`src/rtl/hdlc_rx_deframer.sv`:
```
module hdlc_rx_deframer #(
  parameter int OCTET_W   = 8,
  parameter int STUFF_RUN = 5
) (
  input  logic               clk,
  input  logic               rst_n,
  input  logic               loop_mode,
  input  logic               bit_valid,
  input  logic               bit_in,
  output logic               bit_out_valid,
  output logic               bit_out,
  output logic               octet_valid,
  output logic [OCTET_W-1:0] octet_data,
  output logic               flag_pulse,
  output logic               eof_pulse,
  output logic               abort_pulse,
  output logic               eop_pulse
);

  localparam int FLAG_RUN  = STUFF_RUN + 1;
  localparam int ABORT_RUN = STUFF_RUN + 2;
  localparam int DLY       = FLAG_RUN + 1;
  localparam int CW        = $clog2(ABORT_RUN + 1);
  localparam int DW        = $clog2(DLY + 1);
  localparam int BW        = $clog2(OCTET_W);

  localparam logic [CW-1:0] STUFF_C = CW'(STUFF_RUN);
  localparam logic [CW-1:0] FLAG_C  = CW'(FLAG_RUN);
  localparam logic [CW-1:0] SAT_C   = CW'(ABORT_RUN);
  localparam logic [DW-1:0] FULL_C  = DW'(DLY);
  localparam logic [BW-1:0] LAST_C  = BW'(OCTET_W - 1);

  logic [CW-1:0]      ones_q;
  logic               synced_q;
  logic [DLY-1:0]     dl_q;
  logic [DW-1:0]      dl_n_q;
  logic [OCTET_W-1:0] oct_q;
  logic [BW-1:0]      obits_q;
  logic               got_oct_q;

  wire is_zero  = bit_valid && !bit_in;
  wire is_one   = bit_valid &&  bit_in;
  wire flag_hit = is_zero && (ones_q == FLAG_C);
  wire seven    = is_one  && (ones_q == FLAG_C);
  wire flush    = flag_hit || seven;
  wire push     = synced_q && ((is_zero && ones_q < STUFF_C) ||
                               (is_one  && ones_q < FLAG_C));
  wire pop      = push && (dl_n_q == FULL_C);
  wire pop_bit  = dl_q[DLY-1];
  wire oct_done = pop && (obits_q == LAST_C);
  wire [OCTET_W-1:0] oct_next = {pop_bit, oct_q[OCTET_W-1:1]};

  always_ff @(posedge clk or negedge rst_n) begin
    if (!rst_n) begin
      ones_q <= '0;
    end else if (is_zero) begin
      ones_q <= '0;
    end else if (is_one && ones_q != SAT_C) begin
      ones_q <= ones_q + 1'b1;
    end
  end

  always_ff @(posedge clk or negedge rst_n) begin
    if (!rst_n)        synced_q <= 1'b0;
    else if (flag_hit) synced_q <= 1'b1;
    else if (seven)    synced_q <= 1'b0;
  end

  always_ff @(posedge clk or negedge rst_n) begin
    if (!rst_n) begin
      dl_q   <= '0;
      dl_n_q <= '0;
    end else if (flush) begin
      dl_n_q <= '0;
    end else if (push) begin
      dl_q   <= {dl_q[DLY-2:0], bit_in};
      dl_n_q <= pop ? dl_n_q : dl_n_q + 1'b1;
    end
  end

  always_ff @(posedge clk or negedge rst_n) begin
    if (!rst_n) begin
      oct_q     <= '0;
      obits_q   <= '0;
      got_oct_q <= 1'b0;
    end else begin
      if (flush || !synced_q) begin
        obits_q <= '0;
      end else if (pop) begin
        oct_q   <= oct_next;
        obits_q <= oct_done ? '0 : obits_q + 1'b1;
      end
      if (flush)         got_oct_q <= 1'b0;
      else if (oct_done) got_oct_q <= 1'b1;
    end
  end

  always_ff @(posedge clk or negedge rst_n) begin
    if (!rst_n) begin
      bit_out_valid <= 1'b0;
      bit_out       <= 1'b0;
      octet_valid   <= 1'b0;
      octet_data    <= '0;
      flag_pulse    <= 1'b0;
      eof_pulse     <= 1'b0;
      abort_pulse   <= 1'b0;
      eop_pulse     <= 1'b0;
    end else begin
      bit_out_valid <= pop;
      bit_out       <= pop ? pop_bit : bit_out;
      octet_valid   <= oct_done;
      octet_data    <= oct_done ? oct_next : octet_data;
      flag_pulse    <= flag_hit;
      eof_pulse     <= flag_hit && synced_q && got_oct_q;
      abort_pulse   <= seven && !loop_mode;
      eop_pulse     <= seven &&  loop_mode;
    end
  end


  hunt_silent_chk: assert property (@(posedge clk) disable iff (!rst_n)
    !synced_q |=> !bit_out_valid && !octet_valid);


  octet_on_bit_chk: assert property (@(posedge clk) disable iff (!rst_n)
    octet_valid |-> bit_out_valid);


  eof_with_flag_chk: assert property (@(posedge clk) disable iff (!rst_n)
    eof_pulse |-> flag_pulse && !bit_out_valid);


  status_excl_chk: assert property (@(posedge clk) disable iff (!rst_n)
    $onehot0({flag_pulse, abort_pulse, eop_pulse}));


  abort_mode_chk: assert property (@(posedge clk) disable iff (!rst_n)
    abort_pulse |-> !$past(loop_mode));


  strobe_cause_chk: assert property (@(posedge clk) disable iff (!rst_n)
    (bit_out_valid || flag_pulse || abort_pulse || eop_pulse) |-> $past(bit_valid));


  stuffed_drop_chk: assert property (@(posedge clk) disable iff (!rst_n)
    (is_zero && ones_q == STUFF_C) |=> ones_q == '0 && dl_n_q == $past(dl_n_q));

endmodule

```
`config.mk`:
```
export PLATFORM = sky130hd
export DESIGN_NAME = hdlc_rx_deframer
export DESIGN_NICKNAME = d
export VERILOG_FILES = /design/src/rtl/hdlc_rx_deframer.sv
export SDC_FILE = /design/constraint.sdc
export NUM_CORES = 1
export LEC_CHECK = 0
export BUFFER_PORTS_ARGS = -buffer_cell sky130_fd_sc_hd__buf_2
export CAP_MARGIN = 40
export CORE_MARGIN = 4
export CORE_UTILIZATION = 51
export DETAILED_ROUTE_END_ITERATION = 8
export GPL_ROUTABILITY_DRIVEN = 0
export GPL_TIMING_DRIVEN = 0
export HOLD_SLACK_MARGIN = 0.03
export PLACE_DENSITY_LB_ADDON = 0.2
export SYNTH_ARGS = -nofsm -noshare
export SYNTH_HDL_FRONTEND = slang
export SYNTH_SLANG_ARGS = --single-unit
```
`constraint.sdc`:
```
create_clock -name clk -period 1.5 [get_ports clk]
set_input_delay 0.15 -clock clk [delete_from_list [all_inputs] [get_ports clk]]
set_output_delay 0.15 -clock clk [all_outputs]
set_load 0.01 [all_outputs]
```
==> qor.txt <==
Status -> finished clean
Top Family by Delay on Critical Path -> adder cells
1st-iter DRT viols -> 63
Number of I/O pins -> 20
Commonest non-fill, non-tap cell in the layout -> dfrtp_1
CTS Root Cell -> clkbuf_4
Synthesis warning total -> 0
PwrDens -> 1060 mW/mm²
Max Slew Vio Count -> 0
Peak VDD IR -> 0.000629 V
Drt first pass iters -> 4
Sum of negative setup slack -> 0 ns
Tmin final -> 1.49 ns
Num CTS Buffers -> 5
CP Class -> flip-flop to flip-flop
Worst skew pair latency -> 0.34 ns
Worst Setup End Kind -> flip-flop
RSZ-0062 raised after global routing -> yes
Worst-path clk slew -> 0.11 ns
Post-synthesis cell count -> 127
Total gr overflow -> 0
Synth area leaders -> dfrtp_1, mux2_4, mux2_2, ha_1, mux2_1
Global-route wire length before repair -> 5.54 mm
Worst Setup Start Kind -> flip-flop
Fillcell total -> 251
Reg2reg setup slack -> 0.005 ns
Hold_ws -> 0.0795 ns
Post-synth top area share -> 59.3%
Clock sinks -> 40
Antenna cell count -> 0
Cell leakage power -> 1.12 nW
Fmax -> 669 MHz
Slew headroom -> 80.5%
Sequential share of the synthesized area -> 59.3%
Required @ worst endpoint -> 1.74 ns
Worst hold-check path type -> primary input to flip-flop
Synth area leader -> dfrtp_1
Final hold violations -> 0
Largest net degree at the start of global routing -> 41
Row Count -> 20
Crit. Startpoint -> obits_q[0]$_DFFE_PN0P_
Worst-margin pin slew -> 0.292 ns
DRC Markers -> 0
#FFs+latches synth -> 40
Max_cap viols -> 0
Most frequent CP cell -> ha_1
Initial antenna violation count -> 0
Final setup viols -> 0
Worst EP arrival -> 1.73 ns
Most frequent cells in the layout -> dfrtp_1, buf_2, nand2_1, mux2_4, buf_4
P&R area growth vs syn -> 25.3%
Final period util -> 99.7%
Port Buffer Count -> 19
TritonCTS clock tree -> done
Vias per Instance -> 5.13
Area of the core -> 0.00310 mm²
Worst r2r src -> obits_q[0]$_DFFE_PN0P_
DP HPWL -> 1.98 mm
WL per Instance -> 14.3 µm
Mapped cell area -> 0.00169 mm²
Max FO, Critical Path -> 9
Die W -> 65.6 µm
Post-synthesis cell type count -> 26
DRT antenna net count -> 0
All-Layer GR Usage -> 17.4%
Fraction of layout cells with a size suffix above 1 -> 45.5%
Worst path slowest cell -> dfrtp_1
Buf/Inv on CP -> 0
Crit path cell chain -> ha_1 -> ha_1 -> nand2_8 -> mux2_4
Final #Nets -> 178
Via Count -> 1083
Clock Skew -> 0.00547 ns
Vias in the first global route -> 1139
Detailed Route WL -> 3.02 mm
Clk buf depth -> 2
Mapped Nets -> 139
Die area -> 0.00430 mm²
Mean post-synth cell area -> 13.3 µm²
Tot Pwr -> 0.00225 W
H-tree levels -> 2
Initial Utilization -> 54.4%
Worst Hold Launch -> bit_in
Slowest cell delay on critical path -> 0.43 ns
Die height -> 65.6 µm
## logic make-up (layout without fill, tap and decap cells)
group,after synthesis,in the layout,synth area share [%]
buffers and inverters,7,47,1.78
AOI/OAI and AO/OA,13,13,4.22
xor gates and xnor gates,1,1,0.519
DFF,40,40,59.3
muxes,22,22,16.4
adders and majority gates,7,7,5.18
and+or+nand+nor,37,37,12.6
## Yosys cell counts
library cell  number
nand3b_1           1
o41ai_1            1
nand2_4            1
buf_2              1
nor2_4             1
mux2_1             6
inv_4              1
and4b_1            1
mux2_2             8
nand4_1            2
and2_1             1
a21o_1             1
inv_1              5
a21oi_1            3
nand3b_2           1
nand2_1           15
nand2b_1           1
nor2_1             4
mux2_4             8
ha_1               7
dfrtp_1           40
nand4_4            1
xnor2_1            1
and3_1             3
o21ai_0            8
nand3_1            5
## worst min-delay path: stages
cell and delay [ns]:
buf_2 0.15, nand2_1 0.07, nor2_1 0.03
## final cells by class
type	instances	area (µm²)	share of cell area [%]
Inverter	6	25.0	1.18
Clock inverter	2	10.0	0.473
Clock buffer	6	51.3	2.42
Multi-Input combinational cell	80	739	34.9
Tap cell	44	55.1	2.60
Timing Repair Buffer	33	234	11.1
Sequential cell	40	1000	47.3
## registers in the layout (all words and copies together) (netlist names)
| signal | cells |
|---|---|
| abort_pulse | 1 |
| bit_out | 1 |
| bit_out_valid | 1 |
| dl_n_q | 3 |
| dl_q | 7 |
| eof_pulse | 1 |
| eop_pulse | 1 |
| flag_pulse | 1 |
| got_oct_q | 1 |
| obits_q | 3 |
| oct_q | 7 |
| octet_data | 8 |
| octet_valid | 1 |
| ones_q | 3 |
| synced_q | 1 |
## metal layers
metal	vias up	GRT usage (%)	part of all wire [%]
met1	538	20.2	44
met3	9	6.15	4.5
li1	518	-	-
met2	18	29.6	49
met5	-	0	0
met4	0	6.22	2.1
## worst paths after layout
check	end	cells after the start
hold reg to reg	bit_out$_DFFE_PN0P_	2
max in group asynchronous	ones_q[2]$_DFFE_PN0P_	3
setup reg to reg	octet_data[5]$_DFFE_PN0P_	4
min in group asynchronous	flag_pulse$_DFF_PN0_	2
setup / recovery	octet_data[5]$_DFFE_PN0P_	4
hold / removal	abort_pulse$_DFF_PN0_	3
## where the power goes
group / switching [W] / leakage, nW / internal, W
Combinational: 0.000172 / 0.535 / 0.000221
Sequential: 0.0000823 / 0.545 / 0.00121
Clock: 0.000344 / 0.0380 / 0.000223
Total: 0.000598 / 1.12 / 0.00165
## through the flow
| stage | area (µm²) | instances | utilization (%) | worst slack, ns |
|---|---|---|---|---|
| 3_5_place_dp | 1890 | 190 | 60.8 | -0.207 |
| 3_3_place_gp | 1890 | 190 | 60.8 | -0.165 |
| 5_1_grt | 2120 | 211 | 68.2 | -0.0658 |
| 6_report | 2120 | 211 | 68.2 | 0.00523 |
| 2_1_floorplan | 1740 | 127 | - | -0.0709 |
| 4_1_cts | 2040 | 206 | 65.7 | -0.0174 |
## what timing repair did
item / CTS / global route
endpoints found under the setup margin: 23 / 28
gates cloned: 0 / 0
resized for setup: 6 / 10
pin swaps: 1 / 2
setup buffers: 7 / 4
hold buffers: 2 / 0
hold endpoints to repair: 41 / 0
No activity file was read; power rests on OpenSTA's default activity.
